--- src/rtl/swb_pkg.sv ---
package swb_pkg;
  localparam int BYTE_W     = 8;
  localparam int WORD_BYTES = 16;
  localparam int DEPTH      = 4;
  localparam int WORD_W     = BYTE_W * WORD_BYTES;
  localparam int IDX_W      = $clog2(WORD_BYTES);
  localparam int PTR_W      = (DEPTH > 1) ? $clog2(DEPTH) : 1;
  localparam int CNT_W      = $clog2(DEPTH + 1);

  // strobes from the control to the datapath
  typedef struct packed {
    logic             capture;   // store a non-final byte
    logic [IDX_W-1:0] byteSel;   // byte position being filled
    logic             push;      // final byte: write whole word into store
    logic [PTR_W-1:0] wrPtr;
    logic [PTR_W-1:0] rdPtr;
  } swb_strobe_t;
endpackage

--- src/rtl/swb_ctrl.sv ---
module swb_ctrl
  import swb_pkg::*;
(
  input  logic             clk,
  input  logic             rst,
  input  logic             byteValid,
  input  logic             slotA,
  input  logic             slotB,
  input  logic             dualLoad,
  output swb_strobe_t      ctl,
  output logic             wrA,
  output logic             wrB,
  output logic [CNT_W-1:0] pendCount,
  output logic             overflow
);
  localparam logic [IDX_W-1:0] LAST_IDX = IDX_W'(WORD_BYTES - 1);
  localparam logic [PTR_W-1:0] LAST_PTR = PTR_W'(DEPTH - 1);
  localparam logic [CNT_W-1:0] FULL_CNT = CNT_W'(DEPTH);

  logic [IDX_W-1:0] byteIdx;
  logic [PTR_W-1:0] wrPtr, rdPtr;
  logic [CNT_W-1:0] count;
  logic             ovfReg;
  logic             lastByte, haveWord, serveA, serveB, pop, room, push, drop;

  function automatic logic [PTR_W-1:0] nextPtr(input logic [PTR_W-1:0] p);
    return (p == LAST_PTR) ? '0 : p + PTR_W'(1);
  endfunction

  always_comb begin
    lastByte = byteValid && (byteIdx == LAST_IDX);
    haveWord = (count != '0);
    serveA   = slotA && haveWord;
    serveB   = slotB && !slotA && dualLoad && haveWord;
    pop      = serveA || serveB;
    room     = (count < FULL_CNT) || pop;
    push     = lastByte && room;
    drop     = lastByte && !room;
  end

  always_ff @(posedge clk) begin
    if (rst) begin
      byteIdx <= '0;
      wrPtr   <= '0;
      rdPtr   <= '0;
      count   <= '0;
      ovfReg  <= 1'b0;
    end else begin
      if (byteValid) byteIdx <= lastByte ? '0 : byteIdx + IDX_W'(1);
      if (push) wrPtr <= nextPtr(wrPtr);
      if (pop)  rdPtr <= nextPtr(rdPtr);
      case ({push, pop})
        2'b10:   count <= count + CNT_W'(1);
        2'b01:   count <= count - CNT_W'(1);
        default: count <= count;
      endcase
      if (drop) ovfReg <= 1'b1;
    end
  end

  always_comb begin
    ctl.capture = byteValid && !lastByte;
    ctl.byteSel = byteIdx;
    ctl.push    = push;
    ctl.wrPtr   = wrPtr;
    ctl.rdPtr   = rdPtr;
  end

  assign wrA       = serveA;
  assign wrB       = serveB;
  assign pendCount = count;
  assign overflow  = ovfReg;


  reset_clear_chk: assert property (@(posedge clk) disable iff (rst)
    $past(rst) |-> (pendCount == '0 && !overflow));

  cap_limit_chk: assert property (@(posedge clk) disable iff (rst)
    pendCount <= FULL_CNT);

  slotb_gate_chk: assert property (@(posedge clk) disable iff (rst)
    wrB |-> dualLoad);

  empty_idle_chk: assert property (@(posedge clk) disable iff (rst)
    (pendCount == '0) |-> (!wrA && !wrB));

  one_slot_chk: assert property (@(posedge clk) disable iff (rst)
    (slotA && slotB) |-> !wrB);

  ovf_sticky_chk: assert property (@(posedge clk) disable iff (rst)
    overflow |=> overflow);

  ovf_cause_chk: assert property (@(posedge clk) disable iff (rst)
    $rose(overflow) |-> ($past(pendCount) == FULL_CNT));
endmodule

--- src/rtl/swb_datapath.sv ---
module swb_datapath
  import swb_pkg::*;
(
  input  logic              clk,
  input  logic              rst,
  input  logic [BYTE_W-1:0] byteIn,
  input  swb_strobe_t       ctl,
  output logic [WORD_W-1:0] wordOut
);
  localparam int PART_N = WORD_BYTES - 1;

  logic [BYTE_W-1:0] partBytes [PART_N];
  logic [WORD_W-1:0] wordMem   [DEPTH];
  logic [WORD_W-1:0] assembled;

  // earlier bytes from the staging registers, final byte straight from input
  for (genvar k = 0; k < PART_N; k++) begin : g_pack
    assign assembled[k*BYTE_W +: BYTE_W] = partBytes[k];
  end
  assign assembled[PART_N*BYTE_W +: BYTE_W] = byteIn;

  always_ff @(posedge clk) begin
    if (rst) begin
      for (int k = 0; k < PART_N; k++) partBytes[k] <= '0;
      for (int d = 0; d < DEPTH; d++)  wordMem[d]   <= '0;
    end else begin
      if (ctl.capture) partBytes[ctl.byteSel] <= byteIn;
      if (ctl.push)    wordMem[ctl.wrPtr]     <= assembled;
    end
  end

  assign wordOut = wordMem[ctl.rdPtr];


  push_lastbyte_chk: assert property (@(posedge clk) disable iff (rst)
    ctl.push |-> (ctl.byteSel == IDX_W'(WORD_BYTES - 1) && !ctl.capture));
endmodule

--- src/rtl/sw_pack_buffer.sv ---
module sw_pack_buffer
  import swb_pkg::*;
(
  input  logic              clk,
  input  logic              rst,
  input  logic              byteValid,
  input  logic [BYTE_W-1:0] byteIn,
  input  logic              slotA,
  input  logic              slotB,
  input  logic              dualLoad,
  output logic [WORD_W-1:0] wordOut,
  output logic              wordWrA,
  output logic              wordWrB,
  output logic [CNT_W-1:0]  pendCount,
  output logic              overflow
);
  swb_strobe_t ctl;

  swb_ctrl u_ctrl (
    .clk(clk), .rst(rst), .byteValid(byteValid), .slotA(slotA), .slotB(slotB),
    .dualLoad(dualLoad), .ctl(ctl), .wrA(wordWrA), .wrB(wordWrB),
    .pendCount(pendCount), .overflow(overflow)
  );

  swb_datapath u_dp (
    .clk(clk), .rst(rst), .byteIn(byteIn), .ctl(ctl), .wordOut(wordOut)
  );
endmodule

--- config.mk ---
export PLATFORM = sky130hd
export DESIGN_NAME = sw_pack_buffer
export DESIGN_NICKNAME = d
export VERILOG_FILES = /design/src/rtl/swb_pkg.sv /design/src/rtl/swb_ctrl.sv /design/src/rtl/swb_datapath.sv /design/src/rtl/sw_pack_buffer.sv
export SDC_FILE = /design/constraint.sdc
export NUM_CORES = 1
export LEC_CHECK = 0
export BUFFER_PORTS_ARGS = -buffer_cell sky130_fd_sc_hd__buf_2
export CAP_MARGIN = 20
export CORE_ASPECT_RATIO = 0.5
export CORE_MARGIN = 2
export CORE_UTILIZATION = 55
export DETAILED_ROUTE_END_ITERATION = 10
export GPL_TIMING_DRIVEN = 0
export PLACE_DENSITY = 0.74
export SETUP_SLACK_MARGIN = 0.5
export SYNTH_ARGS = -nofsm -noshare
export SYNTH_HDL_FRONTEND = slang
export SYNTH_SLANG_ARGS = --single-unit
export TNS_END_PERCENT = 5
--- constraint.sdc ---
create_clock -name clk -period 5.6 [get_ports clk]
set_clock_uncertainty 0.05 [all_clocks]
set_input_delay 0 -clock clk [delete_from_list [all_inputs] [get_ports clk]]
set_output_delay 0 -clock clk [all_outputs]
set_load 0.1 [all_outputs]
# Word level (Yosys, flattened, before mapping)

Memory sizes are Yosys's and may differ from the RTL's. A register that Yosys moved wholly into a read port is not among the register bits.
Cells that the tools add are included.

Register bits after elaboration: 12
Memory bits (writable): 632
Bits of input ports: 14
Memories kept: 2

Add/sub/neg operators: 5
Order comparisons: 1
Eq/ne operators: 5
Mux-type cells: 20
Reductions and logical operators: 17

Memory list:

| memory         | words | width | read ports | clocked after Yosys merged registers in | write ports | RTL line           | source |
|---|---|---|---|---|---|---|---|
| u_dp.wordMem   | 4     | 128   | 1          | 1                                       | 4           | swb_datapath.sv:13 | `logic [WORD_W-1:0] wordMem [DEPTH];` |
| u_dp.partBytes | 15    | 8     | 15         | 0                                       | 15          | swb_datapath.sv:12 | `logic [BYTE_W-1:0] partBytes [PART_N];` |

Operators by type and width:

| operator                                                           | count |
|---|---|
| 128-bit two-way mux                                                | 1 |
| 128-bit OR reduction                                               | 1 |
| 1-bit two-way mux                                                  | 10 |
| 2-bit two-way mux                                                  | 5 |
| 1-bit logical AND                                                  | 8 |
| 4-bit two-way mux                                                  | 2 |
| 8-bit two-way mux                                                  | 1 |
| 8-bit OR reduction                                                 | 1 |
| 2-bit == test, second input constant                               | 3 |
| 3-bit one-hot mux with 2 select lines                              | 1 |
| 2-bit by 1-bit adder with 2-bit output, second input constant      | 2 |
| 4-bit by 1-bit adder with 4-bit output, second input constant      | 1 |
| 4-bit == test, second input constant                               | 1 |
| 3-bit by 1-bit adder with 3-bit output, second input constant      | 1 |
| 1-bit logical NOT                                                  | 3 |
| 3-bit < comparator, second input constant                          | 1 |
| 3-bit nonzero test                                                 | 1 |
| 3-bit by 1-bit subtractor with 3-bit output, second input constant | 1 |
| 2-bit by 1-bit == test with 1-bit output, second input constant    | 1 |
| 1-bit logical OR                                                   | 2 |
| 2-bit nonzero test                                                 | 1 |

# Logic depth before layout (Yosys ltp)

Word-level depth: 12
Depth in mapped cells: 11

# By module

From an unflattened synthesis, not the netlist that was laid out.

Cell total of the unflattened synthesis: 1,621
Area, all modules: 27,239.9 um^2

By module, submodules not included:

| module       | instances | cells an instance | area an instance (um^2) | sequential area each (um^2) |
|---|---|---|---|---|
| swb_datapath | 1         | 1,553             | 26,613.0                | 18,978.2 |
| swb_ctrl     | 1         | 68                | 626.9                   | 240.2 |

# Worst setup path before layout

No wires, ideal clock.

Kind: register to register
Start: reg u_ctrl.count[2], in the netlist u_ctrl.pendCount[2]
End: mem u_dp.wordMem[0][0] in the netlist's numbering, enable pin
Library setup time: 1.121 ns
Arrival: 3.665 ns
Data required time: 4.429 ns
Path slack: 0.764 ns
Cell stages (with the launch flop): 4
Clock period less this slack: 4.836 ns
Cells stage by stage: dfxtp_1 inv_1 o2111ai_1 nand2b_1

RTL lines:

| what                     | RTL line           | source |
|---|---|---|
| start: declaration       | swb_ctrl.sv:22     | `logic [CNT_W-1:0] count;` |
| start signal: assignment | swb_ctrl.sv:53     | `2'b10: count <= count + CNT_W'(1);` |
| start signal: assignment | swb_ctrl.sv:54     | `2'b01: count <= count - CNT_W'(1);` |
| start signal: assignment | swb_ctrl.sv:55     | `default: count <= count;` |
| end: declaration         | swb_datapath.sv:13 |  |

==> results.txt <==
1st-pass router iterations - 7
Outcome - complete, no violations
Largest net degree at the start of global routing - 57
Clock Tree Buf Depth - 3
Reg2Reg Depth - 11
Area of the multi-input gates - 7124 sq um
Initial antenna violation count - 3
Post-DP Area - 28830 sq um
Synth top area cells - edfxtp_1, mux4_2, nor2_1, nand2b_1, and2_1
Detail Placement HPWL - 37620 microns
DR DRC count - 0
Top Usage Layer GRT - met2
Top-count cell post-synth - edfxtp_1
Fin. max-slew vios - 0
Met3 Usage GRT - 3.947%
Register area - 19260 sq um
Die width - 317.5 microns
Clock transition at path regs - 0.07 ns
Place WS - 2.619 ns
CP max stage cell - clkbuf_1
Count of input and output buffers - 146
CTS root buffer - clkbuf_16
Post-cts repair resize count - 0
Hold_sp - dualLoad
CTS tree - built
Endpoints failing hold - 0
TNS Setup - 0 ns
Critical setup path kind - reg -> out
H-tree depth - 2
Finished Core Util - 63.67%
Placed Cells - 2567
Core region area - 48500 sq um
Clk sinks - 646
Fillcell total - 3430
Fmax - 0.3115 GHz
Area delta synth->final - 14.25%
Met1 Use GR - 32.42%
Worst EP arrival - 3.16 ns
CP most frequent cell - clkbuf_1
Vias in the first global route - 15810
Worst Setup Slack, final - 2.390 ns
WHS Path Cells - 4
Die Y - 160.7 microns
Cell Area, Synth - 27020 sq um
Ys Warns - 0
Worst r2r src - u_ctrl.byteIdx[0]$_SDFFE_PP0P_
First-pass GRT wire length - 91280 microns
Antenna diodes - 0
Mean Syn Cell Area - 15.33 sq um
Mapped Nets - 1785
RSZ-0062 raised after global routing - no
Setup crit start kind - flop
# IOs - 148
P_leak - 10.78 nW
Register area share after synthesis - 71.26%
Power density over the cells - 329.2 nW/um^2
Hold-fix buffers, CTS - 14
WP data required - 5.55 ns
Post-route ant nets - 0
Gr usage total - 23.75%
Final period util - 57.32%
Max FO, Critical Path - 10
Die ar. - 51030 sq um
Synth Flop Type - edfxtp_1
Hold EP - u_ctrl.wrPtr[1]$_SDFFE_PP0P_
Met2 Track Usage GR - 40.00%
Worst vdd ir - 0.2845 mV
Netlist cell types - 39
Postcts setup bufs - 0
Worst slew pin tran - 1.115 ns
Synth area leader - edfxtp_1
Starting DRT DRC Count - 1736
WL final - 60270 microns
Grt ovf - 0
Via/cell ratio - 5.698
Max cap viols - 0
Slew headroom - 25.64%
Initial Util - 55.72%
Number of flops mapped to enable cells by yosys - 632
Detailed-route wire length per cell - 22.44 microns
Most frequent cells after synthesis - edfxtp_1, nor2_1, nand2b_1
Row Count - 57
Crit path cell chain - clkbuf_1 -> clkbuf_1 -> mux4_2 -> buf_2
Worst-skew pair later-pin latency - 0.58 ns
Worst hold-check path type - in -> reg
Worst Setup End Kind - output port
Post-synthesis register bit count - 646
Gpl congestion - 0.7692
Slowest stage delay, CP - 0.83 ns
DR vias - 15300
Nets - 2013
Top-area cell type share of the netlist area - 70.23%
R2R setup slack - 2.74 ns
Share of cells above drive strength 1 - 23.37%
Cells after Synth - 1763
Final setup viols - 0
Min Tclk post-route - 3.210 ns
Reg-to-Reg End - u_ctrl.pendCount[2]$_SDFFE_PP0P_
Finished Layout Cells - 2686
CTS Buf Count - 56
Final instance area - 30880 sq um
Asr flop ratio synth - 0%
-- through the flow --
step	hold slack [ns]	total power [mW]
2_1_floorplan	0.1482	6.062
3_3_place_gp	0.2956	6.248
3_5_place_dp	0.3020	6.244
4_1_cts	0.06532	10.20
5_1_grt	0.08311	10.42
6_report	0.08891	10.17
-- layer usage --
metal | vias to the layer above | routed length (microns)
li1 | 6813 | -
met1 | 7792 | 23740
met2 | 589 | 30170
met3 | 110 | 4804
met4 | 0 | 1547
met5 | - | 0
-- report_power, final --
group / internal, mW / switching (mW) / total (mW)
Combinational: 0.133 / 0.503 / 0.636
Clock: 2.30 / 1.72 / 4.02
Sequential: 5.46 / 0.0492 / 5.51
-- placed cells by master, fill, tap and decap left out, types with 4 or more instances in the layout --
cell	count
nor2_4	10
clkbuf_16	57
clkbuf_1	60
inv_1	8
clkbuf_8	5
clkinv_2	17
nand2b_1	131
mux4_2	128
buf_2	205
nor2_1	511
clkinv_1	7
a21o_1	4
a21oi_1	8
or2_2	12
dlygate4sd3_1	14
bufinv_16	8
ha_1	7
o21ai_0	4
and3_1	32
dfxtp_1	14
buf_16	8
edfxtp_1	632
and2_1	98
buf_6	12
-- critical path: cells and delay by family, from the launching register on --
| kind | cells | cell delay, ns |
|---|---|---|
| buf+inv | 3 | 1.86 |
| mux | 1 | 0.38 |
| flops | 1 | 0.33 |
-- registers in the layout, indices dropped and copies added, names as in the netlist, named ones only --
signal            flops
u_ctrl.rdPtr          2
u_ctrl.byteIdx        4
u_ctrl.pendCount      3
u_ctrl.overflow       1
u_ctrl.wrPtr          2
u_dp.partBytes      120
u_dp.wordMem        512
-- layout make-up --
class / instances / area share [%]
clock buffers: 70 / 4.940
flip-flops and latches: 646 / 62.37
well taps: 649 / 2.630
multi-input cells: 982 / 23.07
inverters: 9 / 0.1094
clock inverters: 34 / 1.220
repair buffers: 170 / 3.582
plain buffers: 126 / 2.071
-- worst max path at each step --
stage,from,to,slack (ns)
after CTS,flop,wordOut[82],2.39
after global placement,rst,u_dp.wordMem[2][58]$_SDFFCE_PN0P_,-1.96
after global routing,flop,wordOut[47],2.31
after detailed placement,rst,u_dp.wordMem[3][52]$_DFFE_PP_,2.62
after floorplan,u_ctrl.pendCount[2]$_SDFFE_PP0P_,u_dp.wordMem[0][0]$_SDFFCE_PN0P_,0.76
final,flop,wordOut[82],2.39
-- kinds of logic (layout without fill, tap and decap cells) --
logic type	after synthesis	count (layout)	synth area share [%]
and+or+nand+nor	818	818	14.41
muxes	131	131	10.78
AOI/OAI and AO/OA	22	22	0.5556
buffers and inverters	135	409	2.491
DFF	646	646	71.26
xor gates and xnor gates	3	3	0.09724
adders and majority gates	8	8	0.3982
(Power assumes the default switching activity.)
